<file path="src/rtl/qc_pkg.sv">
package qc_pkg;
  typedef enum logic [1:0] {
    PH_PRE   = 2'd0,
    PH_ROUND = 2'd1,
    PH_POST  = 2'd2
  } phase_e;
endpackage

</file>
<file path="src/rtl/qc_mixfn.sv">
// Quadratic word map x*(2x+1) mod 2^W, then a fixed left rotation by LGW.
module qc_mixfn #(
  parameter int W   = 32,
  parameter int LGW = 5
) (
  input  logic [W-1:0] x,
  output logic [W-1:0] y
);
  logic [W-1:0] odd;
  logic [W-1:0] prod;

  assign odd  = {x[W-2:0], 1'b1};
  assign prod = x * odd;                 // low half only
  assign y    = {prod[W-1-LGW:0], prod[W-1:W-LGW]};
endmodule

</file>
<file path="src/rtl/qc_barrel.sv">
// Logarithmic rotator: fixed depth regardless of the amount.
module qc_barrel #(
  parameter int W    = 32,
  parameter int LGW  = 5,
  parameter bit LEFT = 1'b1
) (
  input  logic [W-1:0]   x,
  input  logic [LGW-1:0] amt,
  output logic [W-1:0]   y
);
  logic [W-1:0] st [0:LGW];

  assign st[0] = x;

  for (genvar k = 0; k < LGW; k++) begin : g_stage
    localparam int SH = 1 << k;
    logic [W-1:0] rot;
    if (LEFT) begin : g_left
      assign rot = {st[k][W-1-SH:0], st[k][W-1:W-SH]};
    end else begin : g_right
      assign rot = {st[k][SH-1:0], st[k][W-1:SH]};
    end
    assign st[k+1] = amt[k] ? rot : st[k];
  end

  assign y = st[LGW];
endmodule

</file>
<file path="src/rtl/qc_step.sv">
// One combinational step: whitening or a round, in either direction.
module qc_step #(
  parameter int W   = 32,
  parameter int LGW = 5
) (
  input  qc_pkg::phase_e phase_i,
  input  logic           dec_i,
  input  logic [W-1:0]   a_i,
  input  logic [W-1:0]   b_i,
  input  logic [W-1:0]   c_i,
  input  logic [W-1:0]   d_i,
  input  logic [W-1:0]   k_lo_i,
  input  logic [W-1:0]   k_hi_i,
  output logic [W-1:0]   a_o,
  output logic [W-1:0]   b_o,
  output logic [W-1:0]   c_o,
  output logic [W-1:0]   d_o
);
  import qc_pkg::*;

  logic [W-1:0] t_src, u_src, t_w, u_w;
  logic [W-1:0] fa_w, fc_w, ra_in, rc_in, ra_w, rc_w;

  // Decrypt sees the bank after the backward rotation, so its B and D
  // are the stored a and c.
  assign t_src = dec_i ? a_i : b_i;
  assign u_src = dec_i ? c_i : d_i;

  qc_mixfn #(.W(W), .LGW(LGW)) u_mix_t (.x(t_src), .y(t_w));
  qc_mixfn #(.W(W), .LGW(LGW)) u_mix_u (.x(u_src), .y(u_w));

  qc_barrel #(.W(W), .LGW(LGW), .LEFT(1'b1)) u_fwd_a (
    .x(a_i ^ t_w), .amt(u_w[LGW-1:0]), .y(fa_w));
  qc_barrel #(.W(W), .LGW(LGW), .LEFT(1'b1)) u_fwd_c (
    .x(c_i ^ u_w), .amt(t_w[LGW-1:0]), .y(fc_w));

  assign ra_in = d_i - k_lo_i;
  assign rc_in = b_i - k_hi_i;

  qc_barrel #(.W(W), .LGW(LGW), .LEFT(1'b0)) u_inv_a (
    .x(ra_in), .amt(u_w[LGW-1:0]), .y(ra_w));
  qc_barrel #(.W(W), .LGW(LGW), .LEFT(1'b0)) u_inv_c (
    .x(rc_in), .amt(t_w[LGW-1:0]), .y(rc_w));

  always_comb begin
    a_o = a_i;
    b_o = b_i;
    c_o = c_i;
    d_o = d_i;
    unique case (phase_i)
      PH_PRE: begin
        if (dec_i) begin
          a_o = a_i - k_lo_i;
          c_o = c_i - k_hi_i;
        end else begin
          b_o = b_i + k_lo_i;
          d_o = d_i + k_hi_i;
        end
      end
      PH_ROUND: begin
        if (dec_i) begin
          a_o = ra_w ^ t_w;
          b_o = a_i;
          c_o = rc_w ^ u_w;
          d_o = c_i;
        end else begin
          a_o = b_i;
          b_o = fc_w + k_hi_i;
          c_o = d_i;
          d_o = fa_w + k_lo_i;
        end
      end
      PH_POST: begin
        if (dec_i) begin
          b_o = b_i - k_lo_i;
          d_o = d_i - k_hi_i;
        end else begin
          a_o = a_i + k_lo_i;
          c_o = c_i + k_hi_i;
        end
      end
      default: ;
    endcase
  end
endmodule

</file>
<file path="src/rtl/qc_ctrl.sv">
// Step sequencer and key-pair address generator.
module qc_ctrl #(
  parameter int PAIRS = 22,
  parameter int AW    = 5
) (
  input  logic          clk,
  input  logic          rst,
  input  logic          start_i,
  input  logic          decrypt_i,
  output logic          busy_o,
  output logic          dec_o,
  output logic          done_o,
  output logic          load_o,
  output logic [AW-1:0] step_o,
  output logic [AW-1:0] addr_o
);
  localparam logic [AW-1:0] LAST = AW'(PAIRS - 1);
  localparam logic [AW-1:0] ONE  = AW'(1);

  logic          busy_q, dec_q, done_q;
  logic [AW-1:0] step_q;

  assign load_o = start_i & ~busy_q;

  always_ff @(posedge clk) begin
    if (rst) begin
      busy_q <= 1'b0;
      dec_q  <= 1'b0;
      done_q <= 1'b0;
      step_q <= '0;
    end else begin
      done_q <= 1'b0;
      if (load_o) begin
        busy_q <= 1'b1;
        dec_q  <= decrypt_i;
        step_q <= '0;
      end else if (busy_q) begin
        if (step_q == LAST) begin
          busy_q <= 1'b0;
          done_q <= 1'b1;
          step_q <= '0;
        end else begin
          step_q <= step_q + ONE;
        end
      end
    end
  end

  // Address leads use by one cycle to cover the table's read latency.
  always_comb begin
    if (!busy_q)
      addr_o = decrypt_i ? LAST : '0;
    else if (step_q == LAST)
      addr_o = '0;
    else if (dec_q)
      addr_o = LAST - ONE - step_q;
    else
      addr_o = step_q + ONE;
  end

  assign busy_o = busy_q;
  assign dec_o  = dec_q;
  assign done_o = done_q;
  assign step_o = step_q;

  assert_done_single_R5: assert property (@(posedge clk) disable iff (rst)
    done_q |=> !done_q);

  assert_done_after_last_R5: assert property (@(posedge clk) disable iff (rst)
    done_q |-> ($past(busy_q) && $past(step_q) == LAST));

  assert_start_ignored_R6: assert property (@(posedge clk) disable iff (rst)
    (busy_q && start_i && step_q != LAST) |=>
      (busy_q && step_q == $past(step_q) + ONE && dec_q == $past(dec_q)));

  assert_addr_ascend_R7: assert property (@(posedge clk) disable iff (rst)
    (busy_q && !dec_q && step_q < LAST - ONE) |=> (addr_o == $past(addr_o) + ONE));

  assert_addr_descend_R7: assert property (@(posedge clk) disable iff (rst)
    (busy_q && dec_q && step_q < LAST - ONE) |=> (addr_o == $past(addr_o) - ONE));
endmodule

</file>
<file path="src/rtl/qc_block_core.sv">
module qc_block_core #(
  parameter int WORD_W = 32,
  parameter int ROUNDS = 20
) (
  input  logic                         clk,
  input  logic                         rst,
  input  logic                         start_i,
  input  logic                         decrypt_i,
  input  logic [4*WORD_W-1:0]          block_i,
  output logic [$clog2(ROUNDS+2)-1:0]  rk_addr_o,
  input  logic [2*WORD_W-1:0]          rk_data_i,
  output logic [4*WORD_W-1:0]          result_o,
  output logic                         done_o
);
  import qc_pkg::*;

  localparam int PAIRS = ROUNDS + 2;
  localparam int AW    = $clog2(PAIRS);
  localparam int LGW   = $clog2(WORD_W);
  localparam logic [AW-1:0] LAST = AW'(PAIRS - 1);

  logic          busy, dec, load;
  logic [AW-1:0] step;
  phase_e        phase;

  logic [WORD_W-1:0] a_q, b_q, c_q, d_q;
  logic [WORD_W-1:0] a_n, b_n, c_n, d_n;
  logic [4*WORD_W-1:0] res_q;

  qc_ctrl #(.PAIRS(PAIRS), .AW(AW)) u_ctrl (
    .clk      (clk),
    .rst      (rst),
    .start_i  (start_i),
    .decrypt_i(decrypt_i),
    .busy_o   (busy),
    .dec_o    (dec),
    .done_o   (done_o),
    .load_o   (load),
    .step_o   (step),
    .addr_o   (rk_addr_o)
  );

  always_comb begin
    if (step == '0)       phase = PH_PRE;
    else if (step == LAST) phase = PH_POST;
    else                  phase = PH_ROUND;
  end

  qc_step #(.W(WORD_W), .LGW(LGW)) u_step (
    .phase_i(phase),
    .dec_i  (dec),
    .a_i    (a_q),
    .b_i    (b_q),
    .c_i    (c_q),
    .d_i    (d_q),
    .k_lo_i (rk_data_i[WORD_W-1:0]),
    .k_hi_i (rk_data_i[2*WORD_W-1:WORD_W]),
    .a_o    (a_n),
    .b_o    (b_n),
    .c_o    (c_n),
    .d_o    (d_n)
  );

  always_ff @(posedge clk) begin
    if (rst) begin
      a_q   <= '0;
      b_q   <= '0;
      c_q   <= '0;
      d_q   <= '0;
      res_q <= '0;
    end else if (load) begin
      a_q <= block_i[WORD_W-1:0];
      b_q <= block_i[2*WORD_W-1:WORD_W];
      c_q <= block_i[3*WORD_W-1:2*WORD_W];
      d_q <= block_i[4*WORD_W-1:3*WORD_W];
    end else if (busy) begin
      a_q <= a_n;
      b_q <= b_n;
      c_q <= c_n;
      d_q <= d_n;
      if (step == LAST) res_q <= {d_n, c_n, b_n, a_n};
    end
  end

  assign result_o = res_q;

  assert_result_hold_R8: assert property (@(posedge clk) disable iff (rst)
    !done_o |-> $stable(result_o));

  assert_done_idle_R5: assert property (@(posedge clk) disable iff (rst)
    done_o |-> !busy);
endmodule

</file>
<file path="config.mk">
export PLATFORM = sky130hd
export DESIGN_NAME = qc_block_core
export DESIGN_NICKNAME = d
export VERILOG_FILES = /design/src/rtl/qc_pkg.sv /design/src/rtl/qc_mixfn.sv /design/src/rtl/qc_barrel.sv /design/src/rtl/qc_step.sv /design/src/rtl/qc_ctrl.sv /design/src/rtl/qc_block_core.sv
export SDC_FILE = /design/constraint.sdc
export NUM_CORES = 2
export LEC_CHECK = 0
export ABC_AREA = 0
export BUFFER_PORTS_ARGS = -buffer_cell sky130_fd_sc_hd__buf_2
export CELL_PAD_IN_SITES_DETAIL_PLACEMENT = 2
export CELL_PAD_IN_SITES_GLOBAL_PLACEMENT = 2
export CORE_MARGIN = 2
export CORE_UTILIZATION = 42
export CTS_CLUSTER_DIAMETER = 30
export CTS_CLUSTER_SIZE = 10
export DETAILED_ROUTE_END_ITERATION = 6
export PLACE_DENSITY_LB_ADDON = 0.1
export RECOVER_POWER = 25
export SKIP_CTS_REPAIR_TIMING = 1
export SLEW_MARGIN = 20
export SYNTH_ARGS = -nofsm -noshare
export SYNTH_HDL_FRONTEND = slang
export SYNTH_HIERARCHICAL = 1
export SYNTH_SLANG_ARGS = --single-unit
</file>
<file path="constraint.sdc">
create_clock -name clk -period 39.7 [get_ports clk]
set_input_delay 7.94 -clock clk [delete_from_list [all_inputs] [get_ports clk]]
set_output_delay 7.94 -clock clk [all_outputs]
set_load 0.01 [all_outputs]
</file>
# --- Word-level counts from Yosys, hierarchy flattened ---
# Cells that the tools add are included.
op_classes:
  add_sub_neg: 14
  n_mul: 2
  eq_ne: 3
  muxes: 57
  bitwise_logic: 7
  reduce_logical: 6
ops:
  columns: ["cell", "count"]
  rows:
  - ["32-bit 2-to-1 mux", 42]
  - ["32-bit case mux with 3 select lines", 4]
  - ["32-bit adder", 6]
  - ["32-bit subtractor", 6]
  - ["32-bit bitwise XOR", 4]
  - ["32-bit by 32-bit multiplier with 32-bit output", 2]
  - ["5-bit 2-to-1 mux", 5]
  - ["5-bit by 1-bit adder with 5-bit output (second input constant)", 1]
  - ["5-bit == test (second input constant)", 1]
  - ["5-bit zero test", 1]
  - ["5-bit subtractor (first input constant)", 1]
  - ["1-bit 2-to-1 mux", 4]
  - ["2-bit 2-to-1 mux", 2]
  - ["3-bit AND reduction", 1]
  - ["3-bit OR reduction", 1]
  - ["2-bit by 1-bit == test with 1-bit output (second input constant)", 1]
  - ["2-bit == test (second input constant)", 1]
  - ["2-bit zero test", 1]
  - ["1-bit NOT", 2]
  - ["2-bit nonzero test", 1]
  - ["2-bit OR reduction", 1]
  - ["1-bit AND", 1]
totals:
  regBits: 264
  inputBits: 196
  output_inout_bits: 134
  elab_cells: 98

# --- Longest topological paths before layout ---
depth:
  ltp_word: 13
  mapped_depth: 59
  mapped_depth_nobuf: 50

# --- Cells and area by module ---
# Netlist, hierarchy kept.
modules_own_cells:
  columns: ["module", "instances", "cells_each", "area_per_inst_um2", "seq_area_each_um2"]
  rows:
  - ["qc_step", 1, 4112, 26842.0, 0.0]
  - ["qc_mixfn (u_step.u_mix_t)", 1, 1481, 13585.5, 0.0]
  - ["qc_mixfn (u_step.u_mix_u)", 1, 1371, 13222.7, 0.0]
  - ["qc_block_core", 1, 1118, 11715.0, 5124.9]
  - ["qc_barrel (u_step.u_inv_a ...)", 2, 116, 1949.4, 0.0]
  - ["qc_barrel (u_step.u_fwd_a ...)", 2, 116, 1948.1, 0.0]
  - ["qc_ctrl", 1, 66, 536.8, 160.2]

# --- Worst setup path after synthesis ---
# Ideal clock, no wire load.
synth_path:
  path_type: "input to output"
  start: "input port decrypt_i"
  end: "output port rk_addr_o[0]"
  arrival_ns: 8.149
  required_time_ns: 31.760
  setup_slack_ns: 23.611
  stages: 2
  path_buffers: 0
  path_cell_list: "nand2_1 > o21ai_0"
synth_via:
  elab_chain_len: 2
synth_lines:
  columns: ["element", "line_no", "text"]
  rows:
  - ["start, declared", "qc_block_core.sv:8", "input logic decrypt_i,"]
  - ["5-bit 2-to-1 mux", "qc_ctrl.sv:52", "addr_o = decrypt_i ? LAST : '0;"]
  - ["5-bit 2-to-1 mux", "qc_ctrl.sv:51", "if (!busy_q)"]
  - ["end, declared", "qc_block_core.sv:10", "output logic [$clog2(ROUNDS+2)-1:0] rk_addr_o,"]
# No other way between the ends.

# --- Worst setup path after layout ---
layout_path:
  start: "register u_ctrl.dec_q (netlist: u_ctrl/dec_o)"
  end: "register d_q[30]"
layout_via:
  word_cells_on_any_way: 17
  classes_between: "1 x add/sub; 2 x mul; 13 x mux; 1 x bitwise"
layout_lines:
  columns: ["element", "line_no", "text"]
  rows:
  - ["start, declared", "qc_ctrl.sv:20", "logic busy_q, dec_q, done_q;"]
  - ["start signal, assigned", "qc_ctrl.sv:35", "dec_q <= decrypt_i;"]
  - ["32-bit 2-to-1 mux", "qc_step.sv:27", "assign u_src = dec_i ? c_i : d_i;"]
  - ["via u_step.u_src[4]", "qc_step.sv:21", "logic [W-1:0] t_src, u_src, t_w, u_w;"]
  - ["32-bit by 32-bit multiplier with 32-bit output", "qc_mixfn.sv:13", "assign prod = x * odd;"]
  - ["via u_step.u_w[0]", "qc_step.sv:21", null]
  - ["32-bit 2-to-1 mux (5 in a row)", "qc_barrel.sv:23", "assign st[k+1] = amt[k] ? rot : st[k];"]
  - ["via u_step.fa_w[2]", "qc_step.sv:22", "logic [W-1:0] fa_w, fc_w, ra_in, rc_in, ra_w, rc_w;"]
  - ["32-bit adder", "qc_step.sv:70", "d_o = fa_w + k_lo_i;"]
  - ["32-bit 2-to-1 mux", "qc_step.sv:61", "if (dec_i) begin"]
  - ["32-bit case mux with 3 select lines", "qc_step.sv:50", "unique case (phase_i)"]
  - ["via d_n[30]", "qc_block_core.sv:27", "logic [WORD_W-1:0] a_n, b_n, c_n, d_n;"]
  - ["32-bit 2-to-1 mux", "qc_block_core.sv:76", "end else if (busy) begin"]
  - ["32-bit 2-to-1 mux", "qc_block_core.sv:71", "end else if (load) begin"]
  - ["end signal, assigned", "qc_block_core.sv:75", "d_q <= block_i[4*WORD_W-1:3*WORD_W];"]
  - ["end signal, assigned", "qc_block_core.sv:80", "d_q <= d_n;"]
  - ["end, declared", "qc_block_core.sv:26", "logic [WORD_W-1:0] a_q, b_q, c_q, d_q;"]
# The timed path passes the listed nets, and every way through them passes these cells. The select of a mux whose other input is x is not followed.
# A chain may end at the register's enable or synchronous reset.

==> run metrics <==
CTS Buffer Depth 3; CP Launch Type flop; Num CTS Buffers 83; R2R Setup Slk 22.13 ns; core area 174000 um^2; via count 74400; RR Startpoint u_ctrl/dec_o; crit path max fanout 54; DRC Markers 0; Slew Limit Fails 91; grt total ovfl 0; DR pass1 iterations 7; Crit-path slowest cell a2111oi_1; Main synth FF type dfxtp_1; Tot GR Track Use 0.476; asr flop ratio synth 0; yosys warns 6; initial antenna violation count 42; FMAX 0.0569 GHz; min-delay src result_o[93]; largest area contributor in the netlist fa_1; Worst-Margin Slew 3.72 ns; worst stage delay on the critical path 1.06 ns; Final Hold Fails 0; Sink Count 264; Boundary Pins 330; crit share post-route 0.443; layout cells sized above 1 0.141; worst-skew pair later-pin latency 0.72 ns; status finished, violations left; slew margin rel. -1.48; die area 179000 um^2; GP Congestion 1.04; clk slew on worst S/H paths 0.05 ns; most used cell, CP fa_1; CTS Root Cell clkbuf_16; Min-Delay Path Depth 2; worst r2r path cells 46; DR WL/cell 39.1 um; Total Wirelength 435000 um; worst r2r dst d_q[30]; die width 423 um; syn nets 10200; I/O Buffers 329; number of H-tree levels 3; synthesized cell area 73700 um^2; DR iter-0 viols 7709; Rows 153; Post-DP HPWL 324000 um; Post-synth EDFFs 0; most frequent cells in the layout inv_1, fa_1, ha_1, nor2_1, a21oi_1; hold path endpoint result_o[93]; largest net degree at the start of global routing 123; Hold Crit Class reg2reg; global-route wire length before repair 615000 um; Distinct cells, synth 119; Syn Inst Count 8612; vias per cell 6.69; area grow syn2layout 9.39%; skew final 0.0346 ns; Initial Util 0.424; post-synth top area share 0.203; die height 423 um; # setup viols final 0; synthesized area per cell 8.56 um^2; Worst EP arrival 18.00 ns; commonest non-fill, non-tap cell in the layout inv_1; aggregate negative setup slack 0 ns; worst path required time 40.13 ns; CTS tree built; Antenna Nets Post-Route 0; nets@finish 10300; crit end category flop; top cells by area, synth fa_1, ha_1, mux4_2; number of global-route vias before repair 82300; MaxCap Viol Count 1; Tmin final 17.57 ns; failing checks max-capacitance violations, max-slew violations; Synth Register Bits 264; RSZ-0062 raised after global routing false; sequential share of the synthesized area 0.0717; Crit Path Category reg2reg
[synthesized netlist by cell type (all sizes together), types with 23 or more instances]
cell type and n:
o221ai 40, a21oi 568, nor3 78, nor2b 66, a21boi 25, and3 29, o21a 44, a22oi 37
inv 1217, a221o 23, clkbuf 324, xor2 172, nand3 85, a31oi 46, buf 160, mux2i 299
o211ai 61, nand4 25, nand2 518, fa 747, a21o 120, o31ai 36, mux4 258, o21bai 83
ha 639, o22ai 54, xnor2 349, and2 229, nand2b 317, a221oi 34, dfxtp 264, a211oi 102
mux2 287, nor2 592, o21ai 392
[critical path, delay by kind of cell, from the launching register on]
kind            cells  cell delay (ns)
simple gates        7             1.77
flops               1             0.42
compound gates     12             3.98
fa+ha+maj          10             4.97
xor+xnor            2             0.88
buf+inv            11             3.70
mux                 4             1.37
[sequential cells by signal, indices dropped and copies added, names as in the netlist]
name,flops
u_ctrl/dec_o,1
b_q,32
c_q,32
a_q,32
u_ctrl/step_o,5
result_o,128
d_q,32
u_ctrl/done_o,1
u_ctrl/busy_o,1
[worst max-delay path by stage]
| stage | to | cells past startpoint | from |
|---|---|---|---|
| final | d_q[30] | 46 | u_ctrl/dec_o |
| after global routing | d_q[30] | 48 | u_ctrl/dec_o |
| after CTS | d_q[30] | 46 | u_ctrl/dec_o |
| after detailed placement | d_q[30] | 46 | u_ctrl/dec_o |
| after global placement | rk_addr_o[0] | 4 | decrypt_i |
| after floorplan | rk_addr_o[0] | 2 | decrypt_i |
[metal layers]
metal,track usage,part of all wire,wire length [um]
met3,0.123,0.091,39800
met1,0.545,0.36,158000
met2,0.756,0.45,196000
met4,0.373,0.093,40600
met5,0,0.0010,447
[final cells by class]
cell class / instances / area, um^2
tap: 2325 / 2910
clock inverter: 42 / 636
sequential: 264 / 5290
fill: 19100 / 93400
multi-input combinational: 6644 / 61900
inverter: 1220 / 4580
antenna: 10 / 25.0
clock buffer: 111 / 2310
timing repair buffer: 513 / 2950
[cells by family (layout without fill, tap and decap cells)]
logic type | count (synthesis) | in the layout | share of synthesized area
flip-flops | 264 | 264 | 0.0717
other | 0 | 10 | 0
XOR/XNOR | 521 | 521 | 0.0620
AO/OA/AOI/OAI | 1845 | 1845 | 0.163
AND/OR/NAND/NOR | 2046 | 2046 | 0.135
multiplexers | 844 | 844 | 0.164
buffers and inverters | 1704 | 1886 | 0.0927
adder cells (fa/ha/maj) | 1388 | 1388 | 0.312
[per-stage QoR]
step	hold slack [ns]	utilization	instance area (um^2)	std cells	worst slack, ns
5_1_grt	0.490	0.463	80600	11100	21.70
6_report	0.474	0.463	80600	11100	22.13
3_5_place_dp	0.465	0.447	77700	11000	23.38
4_1_cts	0.478	0.464	80700	11100	22.79
2_1_floorplan	0.493	-	73700	8612	23.61
3_3_place_gp	0.456	0.447	77700	11000	23.40
Power is not shown: default switching activity piles up to over one toggle a cycle in this logic, so the estimate is an artifact.
